[src/rtl/stepper_ramp.sv]
module stepper_ramp #(
  parameter int CW   = 16,
  parameter int PW   = 16,
  parameter int KMIN = 2,
  parameter int KMAX = 13
) (
  input  logic                 clk,
  input  logic                 rst_n,
  input  logic                 tick,
  input  logic                 start,
  input  logic [CW-1:0]        rate_base,
  input  logic [CW-1:0]        rate_slope,
  input  logic signed [PW-1:0] target,
  output logic                 step,
  output logic                 dir,
  output logic signed [PW-1:0] position,
  output logic                 busy
);
  localparam int KW  = $clog2(KMAX + 1);
  localparam int PRW = CW + KW + 1;

  logic [CW-1:0]        base_q, slope_q, cnt_q, per;
  logic [KW-1:0]        k_q;
  logic signed [PW-1:0] pos_q, tgt_q, pos_nx;
  logic                 busy_q, dir_q, step_q, fire;
  logic [PRW-1:0]       raw;
  logic signed [PW:0]   rem;

  always_comb begin
    raw = PRW'(base_q) - PRW'(slope_q) * PRW'(k_q);
    per = (raw[PRW-1] || !(|raw)) ? CW'(1) : raw[CW-1:0];
  end

  assign fire   = busy_q && tick && (({1'b0, cnt_q} + 1'b1) >= {1'b0, per});
  assign pos_nx = dir_q ? pos_q + 1'b1 : pos_q - 1'b1;
  assign rem    = dir_q ? ({tgt_q[PW-1], tgt_q} - {pos_nx[PW-1], pos_nx})
                        : ({pos_nx[PW-1], pos_nx} - {tgt_q[PW-1], tgt_q});

  always_ff @(posedge clk) begin
    if (!rst_n) begin
      base_q <= '0; slope_q <= '0; cnt_q <= '0; k_q <= KW'(KMIN);
      pos_q <= '0; tgt_q <= '0; busy_q <= 1'b0; dir_q <= 1'b0; step_q <= 1'b0;
    end else begin
      if (tick) step_q <= fire;
      if (!busy_q) begin
        if (start && target != pos_q) begin
          busy_q  <= 1'b1;
          dir_q   <= target > pos_q;
          tgt_q   <= target;
          base_q  <= rate_base;
          slope_q <= rate_slope;
          k_q     <= KW'(KMIN);
          cnt_q   <= '0;
        end
      end else if (tick) begin
        if (fire) begin
          cnt_q <= '0;
          pos_q <= pos_nx;
          if (rem == '0) busy_q <= 1'b0;
          else if (rem[PW-1:0] <= PW'(k_q - KW'(KMIN))) begin
            if (k_q > KW'(KMIN)) k_q <= k_q - 1'b1;
          end else if (k_q < KW'(KMAX)) k_q <= k_q + 1'b1;
        end else begin
          cnt_q <= cnt_q + 1'b1;
        end
      end
    end
  end

  assign step     = step_q;
  assign dir      = dir_q;
  assign position = pos_q;
  assign busy     = busy_q;

  a_r8_unit_move: assert property (@(posedge clk) disable iff (!rst_n)
    $rose(step_q) |-> ((pos_q - $past(pos_q)) == 1 || ($past(pos_q) - pos_q) == 1));
  a_r8_move_only_on_step: assert property (@(posedge clk) disable iff (!rst_n)
    !$stable(pos_q) |-> step_q);
  a_r8_done_at_target: assert property (@(posedge clk) disable iff (!rst_n)
    $fell(busy_q) |-> pos_q == tgt_q);
  a_r2_dir_held: assert property (@(posedge clk) disable iff (!rst_n)
    (busy_q && $past(busy_q)) |-> $stable(dir_q));
  a_r5_index_range: assert property (@(posedge clk) disable iff (!rst_n)
    busy_q |-> (k_q >= KW'(KMIN) && k_q <= KW'(KMAX)));
  a_r10_idle_tick: assert property (@(posedge clk) disable iff (!rst_n)
    !tick |=> ($stable(pos_q) && $stable(step_q)));
endmodule

[config.mk]
export PLATFORM = sky130hd
export DESIGN_NAME = stepper_ramp
export DESIGN_NICKNAME = d
export VERILOG_FILES = /design/src/rtl/stepper_ramp.sv
export SDC_FILE = /design/constraint.sdc
export NUM_CORES = 1
export LEC_CHECK = 0
export CORE_MARGIN = 5
export CORE_UTILIZATION = 60
export DETAILED_ROUTE_END_ITERATION = 6
export PLACE_DENSITY = 0.93
export SYNTH_ARGS = -nofsm -noshare
export SYNTH_HDL_FRONTEND = slang
export SYNTH_SLANG_ARGS = --single-unit
[constraint.sdc]
create_clock -name clk -period 9 [get_ports clk]
set_input_delay 1.8 -clock clk [delete_from_list [all_inputs] [get_ports clk]]
set_output_delay 1.8 -clock clk [all_outputs]
set_load 0.01 [all_outputs]
==> flow_metrics.env, run 1 <==
export IMPL_clkTransAtPathRegs_ns=0.08
export IMPL_grt_setup_unrepaired="false"
export IMPL_arrival_ns=8.75
export IMPL_clkSinkCount=87
export IMPL_outcome="finished clean"
export IMPL_cts_path_max_buffers=2
export IMPL_synth_seq_area_share_pct=17.77
export IMPL_power_density_nw_per_um2=211.0
export IMPL_start_kind="flip-flop"
export IMPL_cts_resized=0
export IMPL_cellLeakagePower_uw=0.004716
export IMPL_min_from="base_q[13]"
export IMPL_timing_rr_start="k_q[3]"
export IMPL_holdPathEnd="base_q[13]"
export IMPL_period_minus_slack_ns=8.492
export IMPL_gp_congestion=0.9620
export IMPL_max_cap_violations=0
export IMPL_crit_path_top_delay_cell="dfxtp_1"
export IMPL_skew_ns=0.01483
export IMPL_grt_busiest_layer="met2"
export IMPL_synth_area_sq_um=9803
export IMPL_drv_slew=0
export IMPL_layout_cells_non_filler=1548
export IMPL_setup_viol=0
export IMPL_tritoncts="done"
export IMPL_crit_top_cell="fa_1"
export IMPL_async_flop_share_pct=0
export IMPL_synth_distinct_cells=77
export IMPL_crit_fanout=21
export IMPL_grt_pass1_vias=9211
export IMPL_netlist_area_leader_share_pct=17.77
export IMPL_drc_errors=0
export IMPL_fin_crit_sh_pct=94.35
export IMPL_num_rows=46
export IMPL_nNetsFinal=1556
export IMPL_slowest_delay_ns=0.79
export IMPL_grt_overflow=0
export IMPL_ant_nets=0
export IMPL_htree_levels=3
export IMPL_synth_area_leaders="dfxtp_1, ha_1, fa_1, nand2_1, a21oi_1"
export IMPL_use_met3_pct=4.565
export IMPL_clk_latency_ns=0.37
export IMPL_coreArea_sq_um=15940
export IMPL_synthCells=1289
export IMPL_grt_max_degree=86
export IMPL_dieArea_sq_um=18990
export IMPL_finalHoldViolCount=0
export IMPL_tightest_slew_ns=1.101
export IMPL_tns_ns=0
export IMPL_hpwl_um=21210
export IMPL_syn_nets=1518
export IMPL_fp_dieW_um=137.8
export IMPL_yosys_register_bits=87
export IMPL_wl_per_cell_um=18.27
export IMPL_vias=9824
export IMPL_rr_endpoint="k_q[2]"
export IMPL_initial_utilization_pct=61.49
export IMPL_r2r_worst_path_cells=27
export IMPL_avgSynthCellArea_sq_um=7.605
export IMPL_drive_gt1_share_pct=3.378
export IMPL_cts_made_buffers=9
export IMPL_drt_iter0_drc=1048
export IMPL_yosys_warnings=0
export IMPL_grt_use_met2_pct=47.56
export IMPL_port_buffers=70
export IMPL_ff2ff_setup_slack_ns=0.51
export IMPL_die_h_um=137.8
export IMPL_relSlewSlack_pct=26.34
export IMPL_postCtsSetupBuffers=0
export IMPL_grt_pass1_wl_um=45500
export IMPL_hold_path_class="reg2reg"
export IMPL_firstDrtPassIters=5
export IMPL_clock_fmax_mhz=117.8
export IMPL_antenna_cells=0
export IMPL_hold_depth=2
export IMPL_synth_top_area_cell="dfxtp_1"
export IMPL_ir_drop_uv=144.1
export IMPL_grt_util_met1_pct=41.60
export IMPL_cts_root_buf="clkbuf_16"
export IMPL_critPathKind="reg2reg"
export IMPL_ctsHoldBuffers=0
export IMPL_synth_ff_type="dfxtp_1"
export IMPL_crit_path_end_kind="flip-flop"
export IMPL_track_usage_pct=29.94
export IMPL_drt_total_wl_um=28280
export IMPL_required_ns=9.26
export IMPL_via_per_inst=6.346
export IMPL_dp_cells=1532
export IMPL_synth_edff_count=0
export IMPL_antenna_found_initial=0
export IMPL_io_pins=71
export IMPL_syn2layout_area_growth_pct=11.83
-- how the worst max path moves through the flow --
stage | startpoint | endpoint | slack [ns] | depth (start not counted)
final | k_q[3] | k_q[2] | 0.51 | 27
after global routing | k_q[3] | k_q[2] | 0.14 | 27
after global placement | k_q[1] | k_q[2] | 1.07 | 26
after CTS | k_q[3] | k_q[2] | 0.71 | 26
after floorplan | k_q[2] | k_q[3] | 1.43 | 29
after detailed placement | k_q[3] | k_q[2] | 0.77 | 26
-- through the flow --
step,worst slack (ns),area (sq um),total power [uW],hold slack (ns),utilization (%)
global placement,1.065,10640,1787,0.4443,66.76
global route,0.1387,10960,2469,0.4776,68.76
finish,0.5084,10960,2313,0.4556,68.76
CTS,0.7055,10960,2276,0.4587,68.76
floorplan,1.428,9803,1484,0.4363,-
detailed placement,0.7717,10640,1836,0.4490,66.76
-- cells by family (layout without fill, tap and decap cells) --
group	count (synthesis)	count (layout)	share of synthesized area, %
simple gates	463	463	22.06
compound gates	316	316	20.82
mux	14	14	1.429
fa+ha+maj	177	177	26.11
flops	87	87	17.77
xor+xnor	56	56	5.003
buf+inv	176	219	6.815
-- cell usage in the layout, fill, tap and decap left out, drive strengths merged, types with 4 or more instances in the layout --
master         Yosys  layout
nand2            222     222
a21oi            133     133
ha               131     131
inv              128     130
dfxtp             87      87
nor2              80      80
clkdlybuf4s50      0      70
o21ai             50      50
fa                46      46
xnor2             33      33
a21o              29      29
xor2              23      23
nand3             23      23
nor3              17      17
and2              17      17
a211oi            16      16
nand4             16      16
mux2i             14      14
nand2b            13      13
and3              13      13
nor2b             10      10
clkbuf            40      10
or3                9       9
nor4               9       9
o21a               8       8
a22oi              7       7
or2                7       7
a31oi              7       7
o211ai             6       6
nor3b              6       6
o21bai             5       5
buf                8       5
a211o              4       4
o2111a             4       4
o31ai              4       4
o31a               4       4
or4b               4       4
-- synthesized netlist by cell type, types with 6 or more instances --
master	number
nor3b_1	6
nand2b_1	13
and2_1	17
nor4_1	8
or2_2	6
a22oi_1	7
dfxtp_1	87
clkbuf_1	40
nand4_1	16
nand3_1	23
ha_1	131
a21oi_1	133
mux2i_1	14
xor2_1	23
xnor2_1	33
o21a_1	8
nor3_1	17
o211ai_1	6
fa_1	46
o21ai_0	49
inv_1	128
nand2_1	222
nor2b_1	10
and3_1	11
nor2_1	80
a21o_1	28
a211oi_1	16
a31oi_1	6
or3_1	9
-- per-layer routing --
| metal | vias to the layer above | share of wire, % |
|---|---|---|
| met5 | - | 0 |
| li1 | 4537 | - |
| met2 | 563 | 45 |
| met4 | 0 | 2.9 |
| met1 | 4641 | 42 |
| met3 | 83 | 9.7 |
-- critical path, delay by kind of cell, from the launching register on --
| family | cells | cell delay [ns] |
|---|---|---|
| buffers and inverters | 3 | 0.34 |
| XOR/XNOR | 1 | 0.14 |
| AND/OR/NAND/NOR | 5 | 1.38 |
| flip-flops | 1 | 0.79 |
| AO/OA/AOI/OAI | 13 | 3.42 |
| adder cells (fa/ha/maj) | 5 | 2.31 |
-- final cells by class --
type / instances / area [sq um]
clock buffer: 10 / 229.0
multi-input combinational: 1026 / 7412
fill: 1195 / 4980
tap: 216 / 270.3
inverter: 128 / 480.5
clock inverter: 6 / 91.34
timing repair buffer: 75 / 738.2
sequential: 87 / 1742
-- state kept, by name, summed over array words and instances (netlist names) --
register / cells
tgt_q: 16
cnt_q: 16
busy: 1
step: 1
base_q: 16
position: 16
k_q: 4
dir: 1
slope_q: 16
-- where the power goes --
group / internal (uW) / switching, uW
Sequential: 408 / 29.2
Combinational: 583 / 871
Clock: 246 / 176
(Power assumes the default switching activity.)
==> inputs of run 2 (changes only) <==
--- a/config.mk
+++ b/config.mk
@@ -7,6 +7,7 @@
 export LEC_CHECK = 0
 export CORE_MARGIN = 5
 export CORE_UTILIZATION = 60
+export CTS_CLUSTER_SIZE = 28
 export DETAILED_ROUTE_END_ITERATION = 6
 export PLACE_DENSITY = 0.93
 export SYNTH_ARGS = -nofsm -noshare
==> results of run 2 <==
Final layout, timing and power as in run 1 (identical DEF).
==> inputs of run 3 (changes only) <==
--- a/config.mk
+++ b/config.mk
@@ -7,6 +7,7 @@
 export LEC_CHECK = 0
 export CORE_MARGIN = 5
 export CORE_UTILIZATION = 60
+export CTS_BUF_LIST = sky130_fd_sc_hd__clkbuf_4 sky130_fd_sc_hd__clkbuf_8 sky130_fd_sc_hd__clkbuf_16
 export CTS_CLUSTER_SIZE = 28
 export DETAILED_ROUTE_END_ITERATION = 6
 export PLACE_DENSITY = 0.93
==> flow_metrics.env, run 3 (same netlist as run 1, synthesis figures left out) <==
export IMPL_outcome="finished clean"
export IMPL_htree_levels=3
export IMPL_max_cap_violations=0
export IMPL_arrival_ns=8.74
export IMPL_dp_cells=1532
export IMPL_hold_path_class="reg2reg"
export IMPL_crit_path_top_delay_cell="dfxtp_1"
export IMPL_track_usage_pct=30.09
export IMPL_hpwl_um=21210
export IMPL_clkTransAtPathRegs_ns=0.07
export IMPL_layout_setup_ws_ns=0.5200
export IMPL_cts_resized=0
export IMPL_grt_pass1_vias=9210
export IMPL_period_minus_slack_ns=8.480
export IMPL_required_ns=9.26
export IMPL_cts_root_buf="clkbuf_16"
export IMPL_final_cell_mix="nand2_1, a21oi_1, ha_1"
export IMPL_grt_pass1_wl_um=45620
export IMPL_crit_path_end_kind="flip-flop"
export IMPL_cellLeakagePower_uw=0.004719
export IMPL_drt_iter0_drc=1035
export IMPL_finalHoldViolCount=0
export IMPL_drv_slew=0
export IMPL_setup_viol=0
export IMPL_cts_made_buffers=9
export IMPL_antenna_cells=0
export IMPL_postCtsSetupBuffers=0
export IMPL_hold_depth=2
export IMPL_layout_cells_non_filler=1548
export IMPL_timing_rr_start="k_q[2]"
export IMPL_grt_setup_unrepaired="false"
export IMPL_syn2layout_area_growth_pct=11.87
export IMPL_drive_gt1_share_pct=3.453
export IMPL_coreArea_sq_um=15940
export IMPL_grt_max_degree=86
export IMPL_antenna_found_initial=0
export IMPL_ant_nets=0
export IMPL_rr_endpoint="k_q[2]"
export IMPL_port_buffers=70
export IMPL_clk_latency_ns=0.37
export IMPL_tightest_slew_ns=1.107
export IMPL_die_h_um=137.8
export IMPL_drt_total_wl_um=28450
export IMPL_holdPathEnd="base_q[13]"
export IMPL_vias=9838
export IMPL_crit_top_cell="fa_1"
export IMPL_final_util_pct=68.79
export IMPL_clock_fmax_mhz=117.9
export IMPL_dieArea_sq_um=18990
export IMPL_clkSinkCount=87
export IMPL_relSlewSlack_pct=25.92
export IMPL_drc_errors=0
export IMPL_ctsHoldBuffers=0
export IMPL_holdWs_ns=0.4554
export IMPL_layout_commonest_cell="nand2_1"
export IMPL_grt_overflow=0
export IMPL_slowest_delay_ns=0.82
export IMPL_place_ws_ns=0.7717
export IMPL_skew_ns=0.01525
export IMPL_r2r_worst_path_cells=27
export IMPL_wl_per_cell_um=18.38
export IMPL_initial_utilization_pct=61.49
export IMPL_gp_congestion=0.9620
export IMPL_critPathKind="reg2reg"
export IMPL_min_from="base_q[13]"
export IMPL_tns_ns=0
export IMPL_io_pins=71
export IMPL_num_rows=46
export IMPL_power_density_nw_per_um2=212.2
export IMPL_tritoncts="done"
export IMPL_start_kind="flip-flop"
export IMPL_ff2ff_setup_slack_ns=0.52
export IMPL_firstDrtPassIters=6
export IMPL_via_per_inst=6.355
export IMPL_nNetsFinal=1556
export IMPL_fin_crit_sh_pct=94.22
export IMPL_ir_drop_uv=144.5
export IMPL_fp_dieW_um=137.8
export IMPL_crit_fanout=21
export IMPL_cts_path_max_buffers=2
==> run 3: cell counts in the layout (fill, tap and decap cells not counted) <==
Identical to the previous run, type by type.
==> run 3: per-layer routing <==
layer	GRT usage, %	vias to the layer above	share of wire [%]
li1	-	4540	-
met1	41.47	4643	42
met2	47.97	567	45
met3	4.967	88	10
met4	10.10	0	2.8
met5	0	-	0
==> run 3: final cells by class <==
cell class | instances | area [sq um]
repair buffers | 75 | 738.2
clock buffers | 10 | 232.7
well taps | 216 | 270.3
multi-input cells | 1026 | 7412
inverters | 128 | 480.5
clock inverters | 6 | 91.34
fillers | 1204 | 4976
flip-flops and latches | 87 | 1742
==> run 3: where the power goes <==
group | switching, uW | internal (uW)
combinational | 875 | 583
clock | 182 | 249
sequential | 29.6 | 408
total | 1090 | 1240
==> run 3: worst max-delay path by stage <==
stage	from	slack [ns]	to
after floorplan	k_q[2]	1.43	k_q[3]
after global routing	k_q[3]	0.13	k_q[2]
final	k_q[2]	0.52	k_q[2]
after detailed placement	k_q[3]	0.77	k_q[2]
after CTS	k_q[3]	0.71	k_q[2]
after global placement	k_q[1]	1.07	k_q[2]
==> run 3: stage by stage <==
step	area (sq um)	power [uW]
after floorplan	9803	1484
after global placement	10640	1787
after detailed placement	10640	1836
after CTS	10970	2282
after global routing	10970	2476
final	10970	2327
==> run 3: worst max-delay path: cells and delay by family, from the launching register on <==
family | cells | cell delay [ns]
AOI/OAI and AO/OA | 13 | 3.40
adders and majority gates | 5 | 2.30
and+or+nand+nor | 5 | 1.37
DFF | 1 | 0.82
buffers and inverters | 3 | 0.34
xor gates and xnor gates | 1 | 0.14
